--- src/rtl/oct_rx_pkg.sv ---
package oct_rx_pkg;
  // Per-lane phase indices; each phase is one bit-sliced vector
  typedef enum logic [2:0] {
    PH_HUNT,    // idle line, looking for a start bit
    PH_VERIFY,  // start seen once, confirming
    PH_GAP1,    // first tick between samples
    PH_GAP2,    // second tick between samples
    PH_TAKE,    // data sample tick
    PH_STOP     // stop bit sample tick
  } phase_e;

  localparam int unsigned NUM_PHASES = 6;
endpackage

--- src/rtl/oct_rx_tick.sv ---
module oct_rx_tick #(
  parameter int DIV = 174
) (
  input  logic clk_i,
  input  logic rst_ni,
  output logic tick_o
);
  localparam int CW = (DIV > 1) ? $clog2(DIV) : 1;
  localparam logic [CW-1:0] LAST = CW'(DIV - 1);

  logic [CW-1:0] cnt_q, cnt_d;

  assign tick_o = (cnt_q == LAST);

  always_comb begin
    cnt_d = tick_o ? '0 : cnt_q + 1'b1;
  end

  always_ff @(posedge clk_i or negedge rst_ni) begin
    if (!rst_ni) cnt_q <= '0;
    else         cnt_q <= cnt_d;
  end
endmodule

--- src/rtl/oct_rx_sync.sv ---
module oct_rx_sync #(
  parameter int NCH = 8
) (
  input  logic           clk_i,
  input  logic           rst_ni,
  input  logic [NCH-1:0] pins_i,
  output logic [NCH-1:0] line_o
);
  logic [NCH-1:0] meta_q, hold_q;

  always_ff @(posedge clk_i or negedge rst_ni) begin
    if (!rst_ni) begin
      meta_q <= '0;
      hold_q <= '0;
    end else begin
      meta_q <= pins_i;
      hold_q <= meta_q;
    end
  end

  // pins are inverted: true level 1 = idle/stop, 0 = start
  assign line_o = ~hold_q;
endmodule

--- src/rtl/oct_rx_shreg.sv ---
module oct_rx_shreg #(
  parameter int NCH = 8,
  parameter int W   = 8
) (
  input  logic             clk_i,
  input  logic             rst_ni,
  input  logic             tick_i,
  input  logic [NCH-1:0]   take_i,
  input  logic [NCH-1:0]   line_i,
  input  logic [NCH-1:0]   ack_i,
  output logic [NCH*W-1:0] bytes_o,
  output logic [NCH-1:0]   spill_o
);
  localparam logic [W-1:0] ARM = {1'b1, {(W-1){1'b0}}};

  for (genvar g = 0; g < NCH; g++) begin : g_lane
    logic [W-1:0] sr_q, sr_d;
    logic         shift_en;

    assign shift_en = tick_i & take_i[g];
    // bit shifted out of position 0 on a sample tick
    assign spill_o[g] = shift_en & sr_q[0];
    assign bytes_o[g*W +: W] = sr_q;

    always_comb begin
      sr_d = sr_q;
      if (ack_i[g])  sr_d = ARM;
      if (shift_en)  sr_d = {line_i[g], sr_q[W-1:1]};
    end

    always_ff @(posedge clk_i or negedge rst_ni) begin
      if (!rst_ni) sr_q <= ARM;
      else         sr_q <= sr_d;
    end
  end
endmodule

--- src/rtl/oct_rx_slices.sv ---
module oct_rx_slices
  import oct_rx_pkg::*;
#(
  parameter int NCH = 8
) (
  input  logic           clk_i,
  input  logic           rst_ni,
  input  logic           tick_i,
  input  logic [NCH-1:0] line_i,
  input  logic [NCH-1:0] spill_i,
  input  logic [NCH-1:0] ack_i,
  output logic [NCH-1:0] hunt_o,
  output logic [NCH-1:0] verify_o,
  output logic [NCH-1:0] gap1_o,
  output logic [NCH-1:0] gap2_o,
  output logic [NCH-1:0] take_o,
  output logic [NCH-1:0] stop_o,
  output logic [NCH-1:0] ready_o,
  output logic [NCH-1:0] frame_o,
  output logic [NCH-1:0] ovr_o
);
  logic [NCH-1:0] ph_q [NUM_PHASES];
  logic [NCH-1:0] ph_d [NUM_PHASES];
  logic [NCH-1:0] full_q, full_d;
  logic [NCH-1:0] rdy_q, rdy_d;
  logic [NCH-1:0] fe_q, fe_d;
  logic [NCH-1:0] ov_q, ov_d;

  // phase vectors and completion flag, advanced on the tick only
  always_comb begin
    ph_d   = ph_q;
    full_d = full_q;
    if (tick_i) begin
      ph_d[PH_HUNT]   = ((ph_q[PH_HUNT] | ph_q[PH_VERIFY]) & line_i) | ph_q[PH_STOP];
      ph_d[PH_VERIFY] = ph_q[PH_HUNT] & ~line_i;
      ph_d[PH_GAP1]   = (ph_q[PH_VERIFY] & ~line_i) | ph_q[PH_TAKE];
      ph_d[PH_GAP2]   = ph_q[PH_GAP1];
      ph_d[PH_TAKE]   = ph_q[PH_GAP2] & ~full_q;
      ph_d[PH_STOP]   = ph_q[PH_GAP2] & full_q;
      full_d          = (full_q | spill_i) & ~ph_q[PH_GAP2];
    end
  end

  // status maps: acknowledge clears on any clock, tick events set and win
  always_comb begin
    rdy_d = rdy_q & ~ack_i;
    fe_d  = fe_q  & ~ack_i;
    ov_d  = ov_q  & ~ack_i;
    if (tick_i) begin
      rdy_d = rdy_d | ph_q[PH_STOP];
      fe_d  = fe_d  | (ph_q[PH_STOP] & ~line_i);
      ov_d  = ov_d  | (ph_q[PH_TAKE] & rdy_q);
    end
  end

  always_ff @(posedge clk_i or negedge rst_ni) begin
    if (!rst_ni) begin
      for (int p = 0; p < NUM_PHASES; p++) begin
        ph_q[p] <= (p == int'(PH_HUNT)) ? '1 : '0;
      end
      full_q <= '0;
      rdy_q  <= '0;
      fe_q   <= '0;
      ov_q   <= '0;
    end else begin
      ph_q   <= ph_d;
      full_q <= full_d;
      rdy_q  <= rdy_d;
      fe_q   <= fe_d;
      ov_q   <= ov_d;
    end
  end

  assign hunt_o   = ph_q[PH_HUNT];
  assign verify_o = ph_q[PH_VERIFY];
  assign gap1_o   = ph_q[PH_GAP1];
  assign gap2_o   = ph_q[PH_GAP2];
  assign take_o   = ph_q[PH_TAKE];
  assign stop_o   = ph_q[PH_STOP];
  assign ready_o  = rdy_q;
  assign frame_o  = fe_q;
  assign ovr_o    = ov_q;
endmodule

--- src/rtl/oct_uart_rx.sv ---
module oct_uart_rx #(
  parameter int NCH = 8,
  parameter int W   = 8,
  parameter int DIV = 174
) (
  input  logic             clk_i,
  input  logic             rst_ni,
  input  logic [NCH-1:0]   line_ni,
  input  logic [NCH-1:0]   ack_i,
  output logic [NCH*W-1:0] byte_o,
  output logic [NCH-1:0]   ready_o,
  output logic [NCH-1:0]   frame_err_o,
  output logic [NCH-1:0]   overrun_o
);
  logic rst_meta, rst_q;
  logic tick;
  logic [NCH-1:0] line_t, spill, take;
  logic [NCH-1:0] hunt, verify, gap1, gap2, stop;

  // asynchronous assert, synchronous release
  always_ff @(posedge clk_i or negedge rst_ni) begin
    if (!rst_ni) begin
      rst_meta <= 1'b0;
      rst_q    <= 1'b0;
    end else begin
      rst_meta <= 1'b1;
      rst_q    <= rst_meta;
    end
  end

  oct_rx_tick #(.DIV(DIV)) u_tick (
    .clk_i (clk_i),
    .rst_ni(rst_q),
    .tick_o(tick)
  );

  oct_rx_sync #(.NCH(NCH)) u_sync (
    .clk_i (clk_i),
    .rst_ni(rst_q),
    .pins_i(line_ni),
    .line_o(line_t)
  );

  oct_rx_slices #(.NCH(NCH)) u_slices (
    .clk_i   (clk_i),
    .rst_ni  (rst_q),
    .tick_i  (tick),
    .line_i  (line_t),
    .spill_i (spill),
    .ack_i   (ack_i),
    .hunt_o  (hunt),
    .verify_o(verify),
    .gap1_o  (gap1),
    .gap2_o  (gap2),
    .take_o  (take),
    .stop_o  (stop),
    .ready_o (ready_o),
    .frame_o (frame_err_o),
    .ovr_o   (overrun_o)
  );

  oct_rx_shreg #(.NCH(NCH), .W(W)) u_shreg (
    .clk_i  (clk_i),
    .rst_ni (rst_q),
    .tick_i (tick),
    .take_i (take),
    .line_i (line_t),
    .ack_i  (ack_i),
    .bytes_o(byte_o),
    .spill_o(spill)
  );
endmodule

--- config.mk ---
export PLATFORM = sky130hd
export DESIGN_NAME = oct_uart_rx
export DESIGN_NICKNAME = d
export VERILOG_FILES = /design/src/rtl/oct_rx_pkg.sv /design/src/rtl/oct_rx_tick.sv /design/src/rtl/oct_rx_sync.sv /design/src/rtl/oct_rx_shreg.sv /design/src/rtl/oct_rx_slices.sv /design/src/rtl/oct_uart_rx.sv
export SDC_FILE = /design/constraint.sdc
export NUM_CORES = 1
export LEC_CHECK = 0
export CAP_MARGIN = 20
export CORE_ASPECT_RATIO = 1.4
export CORE_MARGIN = 2
export CORE_UTILIZATION = 53
export DETAILED_ROUTE_END_ITERATION = 10
export HOLD_SLACK_MARGIN = 0.05
export PLACE_DENSITY_LB_ADDON = 0.2
export SLEW_MARGIN = 20
export SYNTH_ARGS = -nofsm -noshare
export SYNTH_HDL_FRONTEND = slang
export SYNTH_SLANG_ARGS = --single-unit
--- constraint.sdc ---
create_clock -name clk_i -period 12.7 [get_ports clk_i]
set_input_delay 1.27 -clock clk_i [delete_from_list [all_inputs] [get_ports clk_i]]
set_output_delay 1.27 -clock clk_i [all_outputs]
set_load 0.02 [all_outputs]
# Word-level counts from Yosys, hierarchy flattened
# Cells that the tools add are included.
[word_totals] output_inout_bits=88 mem_bits_rw=0 in_bits=18 rom_bits=0 register_bits=170 latchBits=0 n_memories=0 word_cells=92
[op_classes] mux=20 n_eq_ne=1 order_cmp=0 shifts=0 addsub=1 multipliers=0 n_reduce_logical=8 bitwise=39 n_div=0
[ops] operator="two-way mux 8 bit" n=20
[ops] operator="AND 8 bit" n=11
[ops] operator="bitwise OR 8 bit" n=7
[ops] operator="NOT 8 bit" n=5
[ops] operator="AND 1 bit" n=16
[ops] operator="nonzero test 2 bit" n=8
[ops] operator="adder 8 x 1 -> 8 bit (second input constant)" n=1
[ops] operator="== test 8 bit (second input constant)" n=1

# Depth between registers and ports, before layout
# Gate-level depths: netlist of the first run.
[logic_depth] word_depth=5 ltp_mapped=9 mapped_depth_nobuf=5

# Cells and area by module
# From an unflattened synthesis of the first run, not the netlist that was laid out.
[hier_totals] hier_cells=663 area_unflattened_um2=7101.8
[by_module_without_submodules] module="oct_rx_slices" cells_per_inst=302 n_inst=1 area_each_um2=3270.6 seq_area_each_um2=2011.9
[by_module_without_submodules] module="oct_rx_shreg" cells_per_inst=296 n_inst=1 area_each_um2=2952.8 seq_area_each_um2=1611.5
[by_module_without_submodules] module="oct_rx_sync" cells_per_inst=24 n_inst=1 area_each_um2=430.4 seq_area_each_um2=400.4
[by_module_without_submodules] module="oct_rx_tick" cells_per_inst=38 n_inst=1 area_each_um2=394.1 seq_area_each_um2=200.2
[by_module_without_submodules] module="oct_uart_rx" cells_per_inst=3 n_inst=1 area_each_um2=53.8 seq_area_each_um2=50.0

# Worst setup path after synthesis of the first run
# Ideal clock, no wire load.
[synth_timing] path_type="register to output" from="register u_shreg.g_lane[1].sr_q[7]" to="output byte_o[15]" required_time_ns=11.430 stages_incl_launch_ff=1 arrival_ns=0.569 path_slack_ns=10.861 path_buffers=0 cell_sequence="dfstp_2"
[synth_lines] element="start: declaration" line="oct_rx_shreg.sv:17" rtl="logic [W-1:0] sr_q, sr_d;"
[synth_lines] element="start signal: assignment" line="oct_rx_shreg.sv:33" rtl="else sr_q <= sr_d;"
[synth_lines] element="end: declaration" line="oct_uart_rx.sv:10" rtl="output logic [NCH*W-1:0] byte_o,"
# No word-level cell between the ends.

# Final worst setup path of the first run
[layout_timing] from="register u_shreg.g_lane[3].sr_q[7]" to="output byte_o[31]"
[layout_lines] element="start: declaration" line="oct_rx_shreg.sv:17"
[layout_lines] element="start signal: assignment" line="oct_rx_shreg.sv:33"
# No word-level cell between the ends.

==> results.toml, run 1 <==
[status]
status = "completed"

[power]
p_leak_nw = 3.957
p_total_w = 0.001086
vdd.ir_drop.worst_v = 0.00007822
powerDensity_nw_per_um2 = 125.7

[grt]
grt_max_degree = 87
grt_pass1_wl_um = 22110
grt-ovfl-total = 0
antenna_found_initial = 0
grt_pass1_vias = 4565
grt.total_usage_pct = 19.88

[synth]
avgSynthCellArea_um2 = 13.22
yosysUniqueCellTypes = 28
netlist.area_leader.share_pct = 55.86
synthTopCellsByCount = "dfrtp_1 (154), mux2_2 (73), nor2b_1 (64)"
ys_async_sr_fraction_pct = 100.0
ys_warn_count = 0
synth.largest_area_cell = "dfrtp_1"
synth_edf_count = 0
synth-seq-area-share_pct = 61.95
synth_nets = 542
synth_top_flop_cell = "dfrtp_1"
ys_ff_latch = 170
synthTopCellsByArea = "dfrtp_1 (56%), mux2_2 (12%), dfstp_2 (6.1%)"
yosysMostFrequentCell = "dfrtp_1"
netlist_instances = 522
synth_area_um2 = 6899

[cells_and_area]
final-seq-area_um2 = 4278
antenna_cells = 0
fill_cells = 964
areaGrowthSynthToFinish_pct = 25.19
nets = 652
multi_input_area_um2 = 2395
utilization_pct = 67.73
drive_gt1_share_pct = 20.78
fin_cells = 798

[critical_path]
worst-r2r-setup-slack_ns = 10.41
slowest_stage = "clkdlybuf4s50_1"
crit_arrival_ns = 1.56
crit_fanout = 3
critPathRequiredTime_ns = 11.43
reg2reg_depth = 2
crit_buf_inv = 1
cp.depth = 1
cpPeakStageDelay_ns = 0.61
endpoint_kind = "output port"
r2r_start = "rst_q"
crit_start = "u_shreg.g_lane[3].sr_q[7]"
crit_path_cell_trace = "clkdlybuf4s50_1"
crit_type = "register to output port"
timing.rr.end = "u_slices.verify_o[7]"
start_kind = "register"
crit_end = "byte_o[31]"
cp_top_family = "buffers and inverters"

[drt]
vias = 4391
via_per_inst = 5.503
wl_per_cell_um = 16.12
post-route-drc-count = 0
dr.pass1.iters = 4
dr.first_iter.drc_count = 169
ant_nets = 0
finalWirelength_um = 12870

[floorplanning]
io_pins = 106
start_util_pct = 54.10
fp.dieArea_um2 = 13960
die_x_um = 100.4
rows = 49
die_h_um = 139.0
core_um2 = 12750

[min_path]
hp-class = "register to async pin"

[placed_design]
numPortBuffers = 105
numPlacedInstances = 766
dp_hpwl_um = 8233
place.gp.congestion = 0.7359

[clock_tree]
clock_latency_ns = 0.42
clock_path_buffers = 2
clk_pin_slew_ns = 0.06
cts_root_buf = "clkbuf_16"
cts_setup_buffers = 0
cts.repair.resized = 0
hold_buffers = 0
cts_tree = "yes"
numCtsBuffers = 17
cts_num_sinks = 170
htree_num_levels = 4

[sta]
rsz0062_at_grt = "no"
tightestPinTransition_ns = 1.030
period_needed_ns = 2.834
relSlewSlack_pct = 31.35
report.final.hold_viol_count = 0
fin_hold_ws_ns = 0.3396
setup_viol = 0
fin_skew_ns = 0.009684
fin_crit_sh_pct = 22.31
tns_ns = 0
fmax_mhz = 352.9
drv_slew = 0

[job]
maxCapViolations = 0
==> flip-flops by register name, indices dropped and copies added (netlist names) <==
name / count
rst_meta: 1
rst_q: 1
u_shreg.g_lane.sr_q: 64
u_slices.frame_o: 8
u_slices.full_q: 8
u_slices.gap1_o: 8
u_slices.gap2_o: 8
u_slices.hunt_o: 8
u_slices.ovr_o: 8
u_slices.ready_o: 8
u_slices.stop_o: 8
u_slices.take_o: 8
u_slices.verify_o: 8
u_sync.hold_q: 8
u_sync.meta_q: 8
u_tick.cnt_q: 8
==> logic make-up (layout without fill, tap and decap cells) <==
kind of cell / count (synthesis) / after routing / synth area share, %
flops: 170 / 170 / 61.95
simple gates: 121 / 121 / 10.03
mux: 97 / 97 / 15.40
compound gates: 83 / 83 / 8.360
buf+inv: 44 / 167 / 3.337
xor+xnor: 4 / 4 / 0.5079
fa+ha+maj: 2 / 2 / 0.3627
other cells: 1 / 1 / 0.05435
==> routing by layer <==
metal  global-route usage (%)  routed length, um
met2                    32.07               6599
met1                    25.72               5595
met4                    6.777                154
met5                        0                  0
met3                    5.796                517
==> placed cells by master (no fill, tap or decap), drive strengths merged <==
cell type,instances
nor2b,64
and4bb,1
clkinv,2
nand3,13
mux2i,24
nor2,14
inv,26
a21oi,33
clkinvlp,3
and2,1
mux2,73
dfstp,16
dfrtp,154
a22o,8
conb,1
ha,2
xnor2,2
clkdlybuf4s50,105
clkbuf,24
xor2,2
nand2,17
buf,4
or2,8
or3,1
a31oi,17
bufinv,3
a32o,16
a41oi,8
o21ai,1
and3,2
==> final cells by class <==
cell class,instances,area share (%)
flip-flops and latches,170,49.53
well taps,153,2.216
clock buffers,24,5.461
repair buffers,109,12.52
inverters,26,1.130
clock inverters,8,1.420
multi-input cells,308,27.73
==> worst min path at each step <==
stage / from / endpoint / slack, ns / cells after the start
after floorplan: rst_meta / rst_q / 0.33 / 0
after global placement: u_sync.meta_q[2] / u_sync.hold_q[2] / 0.33 / 0
after detailed placement: rst_meta / rst_q / 0.34 / 0
after CTS: u_sync.meta_q[6] / u_sync.hold_q[6] / 0.35 / 0
after global routing: u_sync.meta_q[5] / u_sync.hold_q[5] / 0.35 / 0
final: rst_q / u_slices.frame_o[6] / 0.34 / 0
==> report_power, final <==
part           switching [W]  internal (W)  total (W)  leakage (nW)
logic              0.0000120    0.00000539  0.0000174          1.41
registers         0.00000504      0.000545   0.000550          2.27
clock network       0.000199      0.000319   0.000518         0.280
==> per-stage QoR <==
step | setup WS [ns] | cell area (um2)
finish | 9.866 | 8637
global route | 9.816 | 8637
CTS | 9.836 | 8637
detailed placement | 10.25 | 8043
global placement | 10.31 | 8043
floorplan | 7.640 | 6899
No activity file was read; power rests on OpenSTA's default activity.
==> inputs of run 2 (changes only) <==
- clock period: 12.7 -> 2.94 ns (I/O delays scaled with it)
==> results.toml, run 2 (same netlist as run 1, synthesis figures left out) <==
[critical_path]
crit_start = "u_tick.cnt_q[1]"
crit_fanout = 32
slowest_stage = "dfrtp_1"
start_kind = "register"
crit_arrival_ns = 2.42
critPathRequiredTime_ns = 3.24
crit_path_cell_trace = "inv_1, ha_1, and4bb_1, buf_4, nand3_1, mux2_2"
crit_buf_inv = 2
crit_type = "register to register"
endpoint_kind = "register"
cp_top_family = "simple AND/OR/NAND/NOR gates"
cpPeakStageDelay_ns = 0.41
r2r_start = "u_tick.cnt_q[1]"

[placed_design]
numPortBuffers = 105
dp_hpwl_um = 8309
postPlaceCellArea_um2 = 8115
place.gp.congestion = 0.7825

[power]
powerDensity_nw_per_um2 = 531.4
vdd.ir_drop.worst_v = 0.0004361
p_leak_nw = 3.984

[drt]
via_per_inst = 5.468
ant_nets = 0
wl_per_cell_um = 15.88
dr.pass1.iters = 4
post-route-drc-count = 0
dr.first_iter.drc_count = 196
finalWirelength_um = 12740
vias = 4385

[cells_and_area]
postLayoutCellArea_um2 = 8711
most-common-layout-cells = "dfrtp_1 (153), clkdlybuf4s50_1 (105), mux2_2 (73)"
largest_reg_flops = 64
antenna_cells = 0
drive_gt1_share_pct = 21.73
utilization_pct = 68.31
layout_commonest_cell = "dfrtp_1"
nets = 656
top_register = "u_shreg.g_lane.sr_q"
areaGrowthSynthToFinish_pct = 26.26

[grt]
grt_pass1_wl_um = 22320
grt.total_usage_pct = 19.62
antenna_found_initial = 0
grt_max_degree = 65
grt_pass1_vias = 4764
grt-ovfl-total = 0

[clock_tree]
cts_tree = "yes"
clock_path_buffers = 2
cts_root_buf = "clkbuf_16"
clock_latency_ns = 0.41
clk_pin_slew_ns = 0.06
htree_num_levels = 4
cts_num_sinks = 170
numCtsBuffers = 17

[sta]
drv_slew = 0
setup_viol = 0
tightestPinTransition_ns = 0.6683
period_needed_ns = 2.124
relSlewSlack_pct = 55.45
fmax_mhz = 470.7
fin_crit_sh_pct = 72.26
rsz0062_at_grt = "no"
tns_ns = 0
fin_skew_ns = 0.008379
report.final.hold_viol_count = 0

[min_path]
hp-start = "line_ni[6]"
hp-class = "primary input to register"

[status]
status = "completed"

[floorplanning]
io_pins = 106
fp.dieArea_um2 = 13960
die_h_um = 139.0
start_util_pct = 54.10
rows = 49
die_x_um = 100.4
core_um2 = 12750

[job]
maxCapViolations = 0
## run 2: cell types whose count changed in the layout (fill, tap and decap cells not counted), sizes merged
| cell | before | now |
|---|---|---|
| buf | 4 | 7 |
| clkinv | 2 | 3 |
| inv | 26 | 29 |
| dlygate4sd3 | 0 | 1 |
| clkinvlp | 3 | 5 |
| bufinv | 3 | 2 |
| clkbuf | 24 | 19 |
## run 2: final cells by class
type                       instances  area (um2)
clock buffer                      19       442.9
clock inverter                    13       142.6
fill                             950        4041
inverter                          26       97.59
multi-input combinational        308        2395
sequential                       170        4278
tap                              153       191.4
timing repair buffer             113        1164
## run 2: repair_timing
| item | in CTS | in global routing |
|---|---|---|
| endpoints found under the hold margin | 2 | 0 |
| gates resized for setup | 0 | 0 |
| hold buffers | 1 | 0 |
| setup buffers | 0 | 0 |
## run 2: layer usage
metal / wire length [um] / part of all wire (%) / GRT usage [%]
met1: 5476 / 43 / 25.60
met2: 6670 / 52 / 33.13
met3: 473 / 3.7 / 4.234
met4: 116 / 0.91 / 5.407
met5: 0 / 0 / 0
## run 2: worst paths after layout
path                       slack [ns]  cells past startpoint                         to
max                              0.82                      6  u_shreg.g_lane[2].sr_q[4]
min                              0.32                      1           u_sync.meta_q[6]
max reg2reg                      0.82                      6  u_shreg.g_lane[2].sr_q[4]
min reg2reg                      0.35                      0           u_sync.hold_q[3]
max in group asynchronous        1.75                      1  u_shreg.g_lane[7].sr_q[7]
min in group asynchronous        0.37                      0           u_sync.meta_q[6]
## run 2: worst register-to-register path: cells and delay by family, from the launching register on
kind          cells  cell delay (ns)
simple gates      2             0.62
buf+inv           2             0.45
flops             1             0.41
mux               1             0.39
fa+ha+maj         1             0.14
## run 2: per-stage QoR
stage          instances  power [W]  worst slack, ns  hold slack [ns]
2_1_floorplan        522   0.002440           0.1447        -0.001591
3_3_place_gp         769   0.002497           0.8721           0.3315
3_5_place_dp         769   0.002501           0.8072           0.3347
4_1_cts              802   0.004688           0.8031           0.3004
5_1_grt              802   0.004788           0.6786           0.3074
6_report             802   0.004629           0.8156           0.3164
## run 2: where the power goes
part           total (W)  internal [W]  switching, W
combinational  0.0000790     0.0000279     0.0000511
clock            0.00217       0.00128      0.000894
sequential       0.00238       0.00235     0.0000232
total            0.00463       0.00366      0.000969
==> inputs of run 3 (changes only) <==
- CORE_UTILIZATION: 53 -> 48
- clock period: 2.94 -> 1.7 ns (I/O delays scaled with it)
==> results.toml, run 3 (same netlist as run 1, synthesis figures left out) <==
[floorplanning]
rows = 51
fp.dieArea_um2 = 15360
io_pins = 106
die_h_um = 145.9
core_um2 = 13970
die_x_um = 105.3
start_util_pct = 49.37

[critical_path]
endpoint_kind = "register"
worst-r2r-setup-slack_ns = -0.03
critPathRequiredTime_ns = 2.01
start_kind = "register"
crit_arrival_ns = 2.04
crit_fanout = 10
crit_type = "register to register"

[clock_tree]
htree_num_levels = 4
cts_num_sinks = 170
numCtsBuffers = 17
cts_tree = "yes"
clock_path_buffers = 2
cts_root_buf = "clkbuf_16"
clock_latency_ns = 0.43
clk_pin_slew_ns = 0.06

[sta]
drv_slew = 0
rsz0062_at_grt = "yes"
setup_viol = 13
tightestPinTransition_ns = 0.5727
period_needed_ns = 1.731
fmax_mhz = 577.7
fin_crit_sh_pct = 101.8
report.final.hold_viol_count = 0
relSlewSlack_pct = 61.82
fin_skew_ns = 0.006364
setup_ws_ns = -0.03087

[placed_design]
dp_hpwl_um = 8939
numPortBuffers = 105
numPlacedInstances = 826
dp_slack_ns = -0.1292
place.gp.congestion = 0.7509

[cells_and_area]
fill_cells = 1058
top_register = "u_shreg.g_lane.sr_q"
drive_gt1_share_pct = 27.99
most-common-layout-cells = "dfrtp_1 (153), clkdlybuf4s50_1 (97), nor2b_1 (64)"
nets = 700
layout_commonest_cell = "dfrtp_1"
fin_cells = 878
areaGrowthSynthToFinish_pct = 36.07
largest_reg_flops = 64
antenna_cells = 0

[power]
p_comb_share_pct = 1.9
p_switching_w = 0.001691
p_int_w = 0.006591
p_total_w = 0.008281
seqPwrFrac_pct = 49.4
powerDensity_nw_per_um2 = 882.1
switching_share_pct = 20.42
p_leak_nw = 4.261
vdd.ir_drop.worst_v = 0.0006190
p_clk_share_pct = 48.7

[drt]
vias = 4632
dr.first_iter.drc_count = 192
post-route-drc-count = 0
finalWirelength_um = 14180
ant_nets = 0
dr.pass1.iters = 4
wl_per_cell_um = 16.15
via_per_inst = 5.276

[job]
maxCapViolations = 0

[grt]
grt_pass1_vias = 4955
grt_max_degree = 109
grt_pass1_wl_um = 24060
grt.total_usage_pct = 19.45
grt-ovfl-total = 0
antenna_found_initial = 0

[status]
status = "finished with violations"
violations = "negative setup slack"

[min_path]
hp-class = "primary input to register"
run 3: cell types whose count changed in the layout (fill, tap and decap cells not counted), sizes merged:
cell,change
inv,-3
clkbuf,+5
buf,+43
clkdlybuf4s50,-8
bufinv,+1
clkinvlp,-1
dlygate4sd2,+8
clkinv,-1
run 3: power by group through the flow:
stage	clock network, W	registers (W)	logic, W
after global routing	0.00428	0.00409	0.000183
after CTS	0.00412	0.00409	0.000166
after global placement	0	0.00416	0.000158
after detailed placement	0	0.00416	0.000164
final	0.00403	0.00409	0.000159
after floorplan	0	0.00421	0.00000970
run 3: area by class of cell:
type / count / area [um2] / share of cell area [%]
sequential: 170 / 4278 / 45.57
multi-input combinational: 308 / 2535 / 27.00
timing repair buffer: 157 / 1620 / 17.26
clock buffer: 23 / 488.0 / 5.198
tap: 185 / 231.5 / 2.466
clock inverter: 9 / 137.6 / 1.466
inverter: 26 / 97.59 / 1.040
run 3: worst paths after layout:
path | depth (start not counted) | startpoint | to
max | 6 | u_tick.cnt_q[1] | u_slices.gap2_o[1]
min | 1 | line_ni[7] | u_sync.meta_q[7]
max reg2reg | 6 | u_tick.cnt_q[1] | u_slices.gap2_o[1]
min reg2reg | 1 | rst_q | u_slices.verify_o[6]
max in group asynchronous | 1 | rst_q | u_shreg.g_lane[1].sr_q[3]
min in group asynchronous | 1 | rst_q | u_slices.verify_o[6]
run 3: per-stage QoR:
stage	hold WS, ns	utilization [%]	instance area [um2]	setup TNS, ns
2_1_floorplan	-0.1256	-	6942	-7.530
3_3_place_gp	0.3334	60.39	8439	-2.197
3_5_place_dp	0.3355	60.39	8439	-6.829
4_1_cts	0.1578	65.98	9220	-0.9911
5_1_grt	0.1643	67.18	9388	-2.753
6_report	0.1740	67.18	9388	-0.2138
run 3: metal layers:
layer	track usage, %	vias to the layer above	routed length [um]
li1	-	2146	-
met1	23.29	2359	5808
met2	33.58	104	7587
met3	4.837	23	515
met4	7.467	0	264
met5	0	-	0
run 3: timing repair:
item	in CTS	in global routing
endpoints found under the hold margin	2	0
pin swaps	1	4
setup endpoints to repair	98	81
gates resized for setup	24	21
hold buffers	1	0
gates cloned	1	1
buffers inserted	7	12
run 3: critical path, cell delays in order (launching register included):
cell and delay (ns):
dfrtp_1 0.37, inv_1 0.06, ha_2 0.17, and4bb_4 0.30, and2_4 0.24, buf_12 0.17
mux2_4 0.31
